`config.mk`:
```
export PLATFORM = sky130hd
export DESIGN_NAME = isa_io_bridge
export DESIGN_NICKNAME = d
export VERILOG_FILES = /design/src/rtl/isa_io_pkg.sv /design/src/rtl/isa_addr_fold.sv /design/src/rtl/isa_lane_swap.sv /design/src/rtl/isa_io_bridge.sv
export SDC_FILE = /design/constraint.sdc
export NUM_CORES = 1
export LEC_CHECK = 0
export BUFFER_PORTS_ARGS = -buffer_cell sky130_fd_sc_hd__buf_2
export CAP_MARGIN = 25
export CORE_MARGIN = 2
export CORE_UTILIZATION = 40
export DETAILED_ROUTE_END_ITERATION = 16
export HOLD_SLACK_MARGIN = 0.1
export PLACE_DENSITY = 0.72
export SYNTH_ARGS = -nofsm -noshare
export SYNTH_HDL_FRONTEND = slang
export SYNTH_SLANG_ARGS = --single-unit
```
`constraint.sdc`:
```
create_clock -name clk -period 2.15 [get_ports clk]
set_clock_uncertainty 0.2 [all_clocks]
set_input_delay 0.43 -clock clk [delete_from_list [all_inputs] [get_ports clk]]
set_output_delay 0.43 -clock clk [all_outputs]
set_load 0.1 [all_outputs]
```
`src/rtl/isa_io_pkg.sv`:
```
package isa_io_pkg;

    typedef enum logic [1:0] {
        SZ_BYTE = 2'd0,
        SZ_HALF = 2'd1,
        SZ_WORD = 2'd2
    } size_t;

    typedef enum logic [2:0] {
        ST_IDLE,
        ST_ISA,
        ST_ACK_REQ,
        ST_ACK_WAIT,
        ST_RESP
    } state_t;

endpackage

```
`src/rtl/isa_addr_fold.sv`:
```
module isa_addr_fold #(
    parameter int WIN_BITS   = 23,
    parameter int PORT_W     = 16,
    parameter int PAGE_LSB   = 12,
    parameter int PAGE_SHIFT = 7,
    parameter int LOW_BITS   = 5
) (
    input  logic [WIN_BITS-1:0] offset,
    input  logic                sparse,
    output logic [PORT_W-1:0]   port
);
    localparam logic [WIN_BITS-1:0] PAGE_MASK = ~((WIN_BITS'(1) << PAGE_LSB) - WIN_BITS'(1));

    logic [WIN_BITS-1:0] page_bits;
    logic [WIN_BITS-1:0] page_down;
    logic [PORT_W-1:0]   low_part;

    always_comb begin
        page_bits = offset & PAGE_MASK;
        page_down = page_bits >> PAGE_SHIFT;
        low_part  = {{(PORT_W-LOW_BITS){1'b0}}, offset[LOW_BITS-1:0]};
        port      = sparse ? (page_down[PORT_W-1:0] | low_part) : offset[PORT_W-1:0];
    end
endmodule

```
`src/rtl/isa_lane_swap.sv`:
```
module isa_lane_swap
    import isa_io_pkg::*;
#(
    parameter int DATA_W = 32
) (
    input  logic [1:0]        size,
    input  logic [DATA_W-1:0] din,
    output logic [DATA_W-1:0] dout
);
    localparam int LANES = DATA_W / 8;

    for (genvar i = 0; i < LANES; i++) begin : g_lane
        always_comb begin
            unique case (size_t'(size))
                SZ_HALF: dout[i*8 +: 8] = (i < 2) ? din[(1-i)*8 +: 8] : 8'h00;
                SZ_WORD: dout[i*8 +: 8] = din[(LANES-1-i)*8 +: 8];
                default: dout[i*8 +: 8] = din[i*8 +: 8];
            endcase
        end
    end
endmodule

```
`src/rtl/isa_io_bridge.sv`:
```
module isa_io_bridge
    import isa_io_pkg::*;
#(
    parameter int           ADDR_W   = 32,
    parameter int           DATA_W   = 32,
    parameter int           PORT_W   = 16,
    parameter int           VEC_W    = 8,
    parameter int           WIN_BITS = 23,
    parameter logic [31:0]  WIN_BASE = 32'h8000_0000,
    parameter logic [31:0]  ACK_BASE = 32'hBFFF_FFF0
) (
    input  logic              clk,
    input  logic              rst_n,
    input  logic              map_sparse,
    input  logic              cpu_req,
    input  logic [ADDR_W-1:0] cpu_addr,
    input  logic [1:0]        cpu_size,
    input  logic              cpu_we,
    input  logic [DATA_W-1:0] cpu_wdata,
    output logic              cpu_busy,
    output logic              cpu_done,
    output logic [DATA_W-1:0] cpu_rdata,
    output logic              isa_req,
    output logic [PORT_W-1:0] isa_addr,
    output logic [1:0]        isa_size,
    output logic              isa_we,
    output logic [DATA_W-1:0] isa_wdata,
    input  logic              isa_done,
    input  logic [DATA_W-1:0] isa_rdata,
    output logic              ack_req,
    input  logic              ack_valid,
    input  logic [VEC_W-1:0]  ack_vector
);
    localparam int ACK_BITS = 2;

    state_t state_q, state_d;

    logic              in_win, in_ack, ack_first, accept;
    logic [PORT_W-1:0] port_d;
    logic [DATA_W-1:0] wdata_sw, rd_src, rd_sw;
    logic [PORT_W-1:0] port_q;
    logic [1:0]        size_q;
    logic              we_q;
    logic [DATA_W-1:0] wdata_q, rdata_q;

    // address decode
    always_comb begin
        in_win    = (cpu_addr[ADDR_W-1:WIN_BITS] == WIN_BASE[ADDR_W-1:WIN_BITS]);
        in_ack    = (cpu_addr[ADDR_W-1:ACK_BITS] == ACK_BASE[ADDR_W-1:ACK_BITS]);
        ack_first = in_ack && (cpu_addr[3:0] == 4'h0);
        accept    = cpu_req && (state_q == ST_IDLE);
    end

    isa_addr_fold #(
        .WIN_BITS(WIN_BITS),
        .PORT_W  (PORT_W)
    ) u_fold (
        .offset(cpu_addr[WIN_BITS-1:0]),
        .sparse(map_sparse),
        .port  (port_d)
    );

    isa_lane_swap #(.DATA_W(DATA_W)) u_wswap (
        .size(cpu_size),
        .din (cpu_wdata),
        .dout(wdata_sw)
    );

    assign rd_src = (state_q == ST_ISA) ? isa_rdata
                                        : {{(DATA_W-VEC_W){1'b0}}, ack_vector};

    isa_lane_swap #(.DATA_W(DATA_W)) u_rswap (
        .size(size_q),
        .din (rd_src),
        .dout(rd_sw)
    );

    // state register
    always_ff @(posedge clk) begin
        if (!rst_n) state_q <= ST_IDLE;
        else        state_q <= state_d;
    end

    // next state
    always_comb begin
        state_d = state_q;
        unique case (state_q)
            ST_IDLE: begin
                if (accept) begin
                    if (in_win)                 state_d = ST_ISA;
                    else if (ack_first && !cpu_we) state_d = ST_ACK_REQ;
                    else                        state_d = ST_RESP;
                end
            end
            ST_ISA:      if (isa_done)  state_d = ST_RESP;
            ST_ACK_REQ:  state_d = ack_valid ? ST_RESP : ST_ACK_WAIT;
            ST_ACK_WAIT: if (ack_valid) state_d = ST_RESP;
            ST_RESP:     state_d = ST_IDLE;
            default:     state_d = ST_IDLE;
        endcase
    end

    // outputs
    always_comb begin
        cpu_busy = (state_q != ST_IDLE);
        cpu_done = (state_q == ST_RESP);
        isa_req  = (state_q == ST_ISA);
        ack_req  = (state_q == ST_ACK_REQ);
    end

    // captured request and result
    always_ff @(posedge clk) begin
        if (!rst_n) begin
            port_q  <= '0;
            size_q  <= '0;
            we_q    <= 1'b0;
            wdata_q <= '0;
            rdata_q <= '0;
        end else begin
            if (accept) begin
                port_q  <= port_d;
                size_q  <= cpu_size;
                we_q    <= cpu_we;
                wdata_q <= wdata_sw;
                rdata_q <= (in_win || in_ack) ? '0 : '1;
            end
            if (state_q == ST_ISA && isa_done && !we_q)
                rdata_q <= rd_sw;
            if ((state_q == ST_ACK_REQ || state_q == ST_ACK_WAIT) && ack_valid)
                rdata_q <= rd_sw;
        end
    end

    assign isa_addr  = port_q;
    assign isa_size  = size_q;
    assign isa_we    = we_q;
    assign isa_wdata = wdata_q;
    assign cpu_rdata = rdata_q;

endmodule

```
## After elaboration in Yosys (flattened, before gate mapping)

Cells that the tools add are included.

| word-level totals | value |
|---|---|
| bits in writable memories | 0 |
| bits in latches | 0 |
| memories kept | 0 |
| logic and storage cells | 56 |
| output and inout bits | 87 |
| register bits | 86 |
| bits in read-only memories | 0 |
| input port bits | 113 |

| cells by class | value |
|---|---|
| reductions and logical operators | 15 |
| div/mod/pow operators | 0 |
| order comparisons | 0 |
| shift-type cells | 0 |
| $add $sub $neg | 0 |
| multiplexer cells | 21 |
| multiply operators | 0 |
| equal/unequal tests | 13 |
| bitwise logic cells | 1 |

Operator list:

| kind | count |
|---|---|
| $mux 32 | 5 |
| $pmux 8 s2 | 8 |
| $eq 30x30->1 const B | 1 |
| $mux 3 | 6 |
| $mux 16 | 1 |
| $or 16x5->16 | 1 |
| $pmux 3 s4 | 1 |
| $eq 9x9->1 const B | 1 |
| $eq 3x2->1 const B | 2 |
| $logic_and 1x1->1 | 6 |
| $reduce_bool 3->1 | 2 |
| $eq 2x1->1 const B | 2 |
| $eq 2x2->1 const B | 2 |
| $logic_not 4->1 | 1 |
| $ne 2x2->1 const B | 2 |
| $eq 3x1->1 const B | 1 |
| $eq 3x3->1 const B | 1 |
| $logic_not 3->1 | 1 |
| $reduce_and 3->1 | 1 |
| $logic_not 1->1 | 2 |
| $logic_or 1x1->1 | 2 |
| $ne 2x1->1 const B | 1 |

## Longest topological paths before layout

Gate-level depths: netlist (run 1).

| logic depth | value |
|---|---|
| word-level depth | 7 |
| gate-level depth with buffers | 10 |
| depth with buffers taken out | 7 |

## Modules after synthesis

From an unflattened synthesis (run 1), not the netlist that was laid out.

| unflattened totals | value |
|---|---|
| cell total of the unflattened synthesis | 626 |
| area total of the unflattened synthesis | 4911.0 sq um |

By module, submodules not included:

| module | times used | area an instance (sq um) | sequential area each (sq um) | cells an instance |
|---|---|---|---|---|
| isa_io_bridge | 1 | 3649.8 | 1721.7 | 447 |
| isa_lane_swap | 2 | 525.5 | 0.0 | 81 |
| isa_addr_fold | 1 | 210.2 | 0.0 | 17 |

## Worst setup path after synthesis (run 1)

OpenSTA, ideal clock, no wires.

| path | value |
|---|---|
| kind | register to output |
| start point | reg state_q[1] |
| end point | out cpu_done |
| arrival | 2.666 ns |
| setup slack | -1.146 ns |
| path buffers | 1 |
| cell stages (with the launch flop) | 3 |
| required time | 1.520 ns |
| cells stage by stage | dfxtp_1 buf_2 nor3b_1 |

| between the ends | value |
|---|---|
| word-level cells in the longest chain between the ends | 1 |

RTL lines:

| item | line | text |
|---|---|---|
| from (decl) | isa_io_bridge.sv:36 | `state_t state_q, state_d;` |
| from (signal assigned) | isa_io_bridge.sv:81 | `else state_q <= state_d;` |
| $eq 3x3->1 | isa_io_bridge.sv:106 | `cpu_done = (state_q == ST_RESP);` |
| to (decl) | isa_io_bridge.sv:21 | `output logic cpu_done,` |

No other way between the ends.

## Worst setup path in the final report (run 1)

| path | value |
|---|---|
| start point | reg state_q[2] |
| end point | reg rdata_q[30] (netlist: cpu_rdata[30]) |

| between the ends | value |
|---|---|
| word-level cells in the longest chain between the ends | 5 |
| elaborated cells on any way between the ends | 14 |
| classes of those cells | 3 x eq/ne; 4 x mux; 7 x reduce/logical |

RTL lines:

| item | line | text |
|---|---|---|
| $eq 3x1->1 | isa_io_bridge.sv:69, isa_io_bridge.sv:127 |  |
| $mux 32 or $logic_and 1x1->1 (tied branches) | isa_io_bridge.sv:69, isa_io_bridge.sv:127 |  |
| $pmux 8 s2 or $logic_and 1x1->1 (tied branches) | isa_lane_swap.sv:14, isa_io_bridge.sv:127 |  |
| $mux 32 | isa_io_bridge.sv:127 | `if (state_q == ST_ISA && isa_done && !we_q)` |
| $mux 32 | isa_io_bridge.sv:129 | `if ((state_q == ST_ACK_REQ \|\| state_q == ST_ACK_WAIT) && ack_valid)` |
| to (signal assigned) | isa_io_bridge.sv:125 | `rdata_q <= (in_win \|\| in_ack) ? '0 : '1;` |
| to (signal assigned) | isa_io_bridge.sv:128 | `rdata_q <= rd_sw;` |
| to (signal assigned) | isa_io_bridge.sv:130 | `rdata_q <= rd_sw;` |
| to (decl) | isa_io_bridge.sv:44 | `logic [DATA_W-1:0] wdata_q, rdata_q;` |

Several ways; a longest one is shown, not always the timed one.
A chain may end at the register's enable or synchronous reset.

==> results of run 1 <==
-- flip-flops by register name, summed over array words and instances (netlist names) --
register   count
isa_we         1
state_q        3
isa_addr      16
cpu_rdata     32
isa_wdata     32
isa_size       2
-- placed cells by master, fill, tap and decap left out, drive strengths merged --
cell type	Yosys	layout
o21bai	1	1
mux2	8	8
mux2i	11	11
nand2	83	83
buf	11	223
and4b	1	1
nor3b	1	1
o21ai	18	18
a32oi	2	2
or2	2	2
nor3	28	28
clkinvlp	0	2
inv	6	10
ha	4	4
and4	1	1
bufinv	0	1
clkinv	1	1
or3b	1	1
nand4	6	6
clkbuf	51	10
a22o	16	16
nand4b	1	1
a22oi	47	47
nor4	4	4
a211oi	28	28
dfxtp	86	86
and3	33	33
a2111oi	1	1
nor2	73	73
and2	1	1
nand2b	1	1
or4	2	2
o31a	32	32
a21oi	27	27
nor2b	3	3
o21a	1	1
-- final cells by class --
class	count	area (um^2)
clock buffer	9	225.2
clock inverter	7	77.57
fill	1096	5154
inverter	7	31.28
multi-input combinational	437	2666
sequential	86	1730
tap	143	178.9
timing repair buffer	224	1306
-- worst max-delay path by stage --
stage	endpoint	slack, ps	cells past startpoint
floorplan	cpu_done	-160	2
global placement	cpu_rdata[17]	-70	7
detailed placement	cpu_rdata[29]	-90	7
CTS	ack_req	0.8	4
global route	cpu_rdata[30]	-30	6
finish	cpu_rdata[30]	0.7	6
-- worst max-delay path, stage by stage, from the launching register on --
cell and delay, ps:
dfxtp_1 310, or3b_4 400, buf_12 160, mux2_4 310, a32oi_1 270, nor2_1 90, o31a_1 280
-- per-stage QoR --
step                hold slack, ps  instances  instance area (um^2)  setup slack (ps)  power, mW
detailed placement           247.2        896                  5893            -92.41      3.561
finish                       126.5        913                  6216            0.6659      5.148
floorplan                    316.3        592                  4703            -158.2      3.146
global route                 145.1        913                  6216            -28.62      5.346
global placement             241.1        896                  5893            -66.67      3.542
CTS                          110.0        913                  6208            0.8081      5.185
-- cell families after synthesis --
kind of cell / after synthesis
AO/OA/AOI/OAI: 173
multiplexers: 19
AND/OR/NAND/NOR: 241
buffers and inverters: 69
flip-flops: 86
adder cells (fa/ha/maj): 4
-- power by group through the flow --
stage	Clock, mW	Sequential [mW]	Combinational, mW
CTS	1.65	1.78	1.75
global placement	0	1.81	1.73
detailed placement	0	1.81	1.75
floorplan	0	2.67	0.474
finish	1.61	1.78	1.76
global route	1.71	1.79	1.84
-- layer usage --
metal | vias to the layer above | part of all wire [%] | track usage, %
li1 | 2490 | - | -
met1 | 2373 | 41 | 29.73
met2 | 240 | 48 | 39.96
met3 | 24 | 8.6 | 5.770
met4 | 0 | 2.0 | 9.136
met5 | - | 0 | 0
-- timing repair --
item | in CTS | in global routing
resized for setup | 2 | 2
setup buffers | 1 | 0
endpoints found under the setup margin | 3 | 4
==> impl_metrics.csv, run 1 <==
group,metric,value,unit
sta,hold_viol,0,
synth,ys_types,41,
synth,synth_xor_area_share,0,%
synth,synthMuxAreaShare,4.957,%
critical_path,cp-end-kind,"flop",
cells_and_area,antenna_cells,0,
synth,synth_top_area_share,37.07,%
cells_and_area,areaGrowthSynthToFinish,33.84,%
clock_tree,cts_buffer_depth,2,
detailed_routing,drtIter0Drc,382,
detailed_routing,wl,15.24,mm
clock_tree,cts_root_buffer,"clkbuf_16",
synth,synth_top_family_by_area,"compound AO/OA/AOI/OAI gates",
synth,synthAdderAreaFrac,1.078,%
sta,finalSetupTns,0,ps
synth,synth_nets,709,
clock_tree,path_clk_slew,70,ps
job,maxCapViolations,0,
critical_path,start_kind,"flop",
synth,synth_seq_area_share,37.07,%
detailed_routing,vias,5127,
power,swShare,40.82,%
critical_path,worstPathArrival,2180,ps
grt,grt.total_usage,23.86,%
power,p_sw,2.101,mW
die,start_util,40.85,%
synth,synth_most_common_cell,"dfxtp_1",
clock_tree,h-tree-depth,3,
synth,synth_compound_area_share,27.02,%
synth,synthTopCellsByCount,"86 x dfxtp_1, 83 x nand2_1, 72 x nor2_1, 50 x clkbuf_1, 46 x a22oi_1",
placed_design,gp_congestion,0.8722,
min_path,hp-class,"in -> reg",
synth,synthSimpleGateAreaFrac,23.68,%
grt,grt_pass1_wl,24.21,mm
sta,period_share,99.97,%
synth,synth.area.top_cells,"dfxtp_1 37%, a22oi_1 7.4%, nand2_1 6.7%",
detailed_routing,viasPerCell,5.616,
synth,synth_edf_count,0,
min_path,hold_end,"isa_we",
critical_path,r2r_slack,0.7,ps
die,die_h,111.8,um
sta,setup_viol,0,
clock_tree,cts_tree,"built",
sta,rsz0062_at_grt,"true",
detailed_routing,firstDrtPassIters,5,
sta,drv_slew,0,
synth,ys.flop_type,"dfxtp_1",
die,io_pins,200,
critical_path,worstRegToRegCells,6,
synth,ys_seq_elements,86,
synth,synth_warnings,0,
grt,gr-total-overflow,0,
critical_path,rr_endpoint,"cpu_rdata[30]",
power,power.clock.fraction,31.3,%
critical_path,critPathRequiredTime,2180,ps
grt,grt_antenna_before_repair,0,
cells_and_area,drive_above_1_share,34.42,%
placed_design,portBuffers,199,
power,pwr-share-comb,34.1,%
critical_path,crit_path_start,"state_q[2]",
detailed_routing,postRouteAntennaNets,0,
power,power_density,828.2,nW/um^2
die,fp.dieArea,12490,um^2
synth,yosys.area.top_type,"dfxtp_1",
min_path,whs_path_depth,3,
critical_path,rr_startpoint,"state_q[2]",
synth,synth_area,4644,um^2
cells_and_area,fin_util,54.67,%
power,p_int,3.047,mW
detailed_routing,wl_per_cell,16.70,um
die,core,11370,um^2
placed_design,dp_hpwl,11.21,mm
synth,syn_avg_cell_area,7.845,um^2
die,rows,39,
die,fp.dieW,111.8,um
clock_tree,clk_latency,350,ps
critical_path,critPathKind,"reg -> reg",
clock_tree,postCtsHoldBufs,0,
outcome,status,"finished, final reports clean",
sta,tightest_slew,527.2,ps
synth,synthArstFlopShare,0,%
grt,grt_max_degree,65,
sta,slew_headroom,65.10,%
power,ir_drop,0.4581,mV
min_path,min_from,"cpu_we",
cells_and_area,final_nets,882,
power,p_leak,2.845,nW
sta,fin_crit,2149,ps
sta,fmax,465.3,MHz
synth,syn_inst,592,
grt,grt_pass1_vias,4913,
power,seqPwrFrac,34.5,%
clock_tree,clock_sink_count,86,
critical_path,crit_fanout,10,
clock_tree,numCtsBuffers,9,
detailed_routing,drc,0,
Note: power is estimated with default switching activity, not from simulation.
==> run 2, diff against run 1 <==
--- a/config.mk
+++ b/config.mk
@@ -11,7 +11,7 @@
 export CORE_UTILIZATION = 40
 export DETAILED_ROUTE_END_ITERATION = 16
 export HOLD_SLACK_MARGIN = 0.1
-export PLACE_DENSITY = 0.72
+export PLACE_DENSITY = 0.69
 export SYNTH_ARGS = -nofsm -noshare
 export SYNTH_HDL_FRONTEND = slang
 export SYNTH_SLANG_ARGS = --single-unit
==> constraint.sdc (replaced) <==
create_clock -name clk -period 2.3 [get_ports clk]
set_clock_uncertainty 0.2 [all_clocks]
set_input_delay 0.46 -clock clk [delete_from_list [all_inputs] [get_ports clk]]
set_output_delay 0.46 -clock clk [all_outputs]
set_load 0.1 [all_outputs]
==> run 2 against run 1 <==
Effect of this change: largest power group unchanged; die area did not move; count of clock-buffer cells in the layout rose by 4; critical endpoint is now isa_req; largest cell class unchanged; sequential cell count stayed put.
==> impl_metrics.csv, run 2 (synthesis results as in run 1) <==
group,metric,value,unit
detailed_routing,drc,0,
critical_path,critPathRequiredTime,1640,ps
clock_tree,postCtsHoldBufs,0,
critical_path,cp-end-kind,"output port",
clock_tree,h-tree-depth,3,
grt,grt_max_degree,70,
clock_tree,cts_setup_buffers,0,
detailed_routing,firstDrtPassIters,5,
detailed_routing,vias,5021,
sta,fmax,448.6,MHz
clock_tree,cts_tree,"built",
critical_path,worstPathArrival,1570,ps
power,total_power,4.732,mW
detailed_routing,viasPerCell,5.536,
critical_path,crit_fanout,18,
die,start_util,40.85,%
placed_design,post-place-ws,37.37,ps
critical_path,crit_path_start,"state_q[2]",
grt,grt_pass1_vias,4909,
die,fp.dieW,111.8,um
clock_tree,cts_buffer_depth,2,
clock_tree,cts_root_buffer,"clkbuf_16",
die,core,11370,um^2
sta,fin_crit,2229,ps
die,fp.dieArea,12490,um^2
sta,hold_viol,0,
sta,slew_headroom,65.00,%
placed_design,dp_hpwl,11.02,mm
sta,period_share,96.92,%
detailed_routing,drtIter0Drc,459,
grt,grt.total_usage,23.19,%
grt,grt_pass1_wl,23.76,mm
detailed_routing,wl_per_cell,16.44,um
placed_design,gp_congestion,0.9104,
sta,setup_ws,70.79,ps
min_path,min_from,"cpu_addr[1]",
detailed_routing,postRouteAntennaNets,0,
sta,setup_viol,0,
power,ir_drop,0.4380,mV
sta,rsz0062_at_grt,"false",
clock_tree,clock_sink_count,86,
die,rows,39,
grt,gr-total-overflow,0,
critical_path,start_kind,"flop",
die,die_h,111.8,um
cells_and_area,drive_above_1_share,32.98,%
grt,grt_antenna_before_repair,0,
power,p_leak,2.816,nW
power,power_density,769.7,nW/um^2
die,io_pins,200,
cells_and_area,final_nets,876,
outcome,status,"finished, final reports clean",
sta,drv_slew,0,
placed_design,portBuffers,199,
cells_and_area,final_common_cell,"buf_2",
clock_tree,clk_latency,330,ps
cells_and_area,final_cell_mix,"198 x buf_2, 83 x dfxtp_1, 82 x nand2_1",
cells_and_area,areaGrowthSynthToFinish,32.35,%
clock_tree,numCtsBuffers,9,
sta,tightest_slew,528.7,ps
critical_path,rr_startpoint,"state_q[2]",
min_path,hp-class,"in -> reg",
clock_tree,path_clk_slew,60,ps
cells_and_area,antenna_cells,0,
critical_path,critPathKind,"reg -> out",
job,maxCapViolations,0,
detailed_routing,wl,14.91,mm
==> run 2: cell types whose count changed in the layout (fill, tap and decap cells not counted), moves of 2 or more <==
cell	before	now
buf_4	19	10
buf_2	195	198
clkbuf_1	0	3
clkinvlp_4	2	0
inv_6	3	1
==> run 2: final cells by class <==
type / instances / area [um^2]
fill: 1077 / 5223
multi-input combinational: 437 / 2646
sequential: 86 / 1730
timing repair buffer: 218 / 1266
clock buffer: 13 / 250.2
tap: 143 / 178.9
clock inverter: 3 / 43.79
inverter: 7 / 31.28
==> run 2: path summary, 6_finish.rpt <==
| path | endpoint | slack (ps) | cells after the start |
|---|---|---|---|
| min reg2reg | isa_wdata[6] | 250 | 2 |
| max reg2reg | cpu_rdata[13] | 140 | 6 |
| min | isa_addr[1] | 170 | 3 |
| max | isa_req | 70 | 4 |
==> run 2: worst max-delay path: stages (launching register included) <==
cell and delay, ps:
dfxtp_1 300, or3b_1 370, buf_4 240, inv_6 140
buf_12 180
==> run 2: stage by stage <==
stage                     utilization, %  cells  setup TNS (ps)  instance area [um^2]  hold WS (ps)
after floorplan                        -    592          -38.21                  4667         316.3
final                              54.07    907               0                  6147         171.4
after global routing               54.07    907               0                  6147         170.2
after detailed placement           51.45    891               0                  5849         246.3
after global placement             51.45    891               0                  5849         240.6
after CTS                          54.03    907               0                  6143         158.9
==> run 2: repair_timing <==
action                                  CTS  global route
resized for setup                         0             2
endpoints found under the setup margin    0             1
hold endpoints to repair                  0             0
==> run 2: layer usage <==
metal,part of all wire (%),GRT usage [%]
met5,0,0
met2,47,39.15
met3,8.3,6.750
met4,1.6,7.160
met1,43,28.63
==> run 2: report_power, final <==
part	internal [mW]	switching, mW	total (mW)	leakage, nW
sequential	1.60	0.0572	1.66	0.713
combinational	0.383	1.25	1.63	1.96
clock	0.872	0.564	1.44	0.144
total	2.86	1.87	4.73	2.82
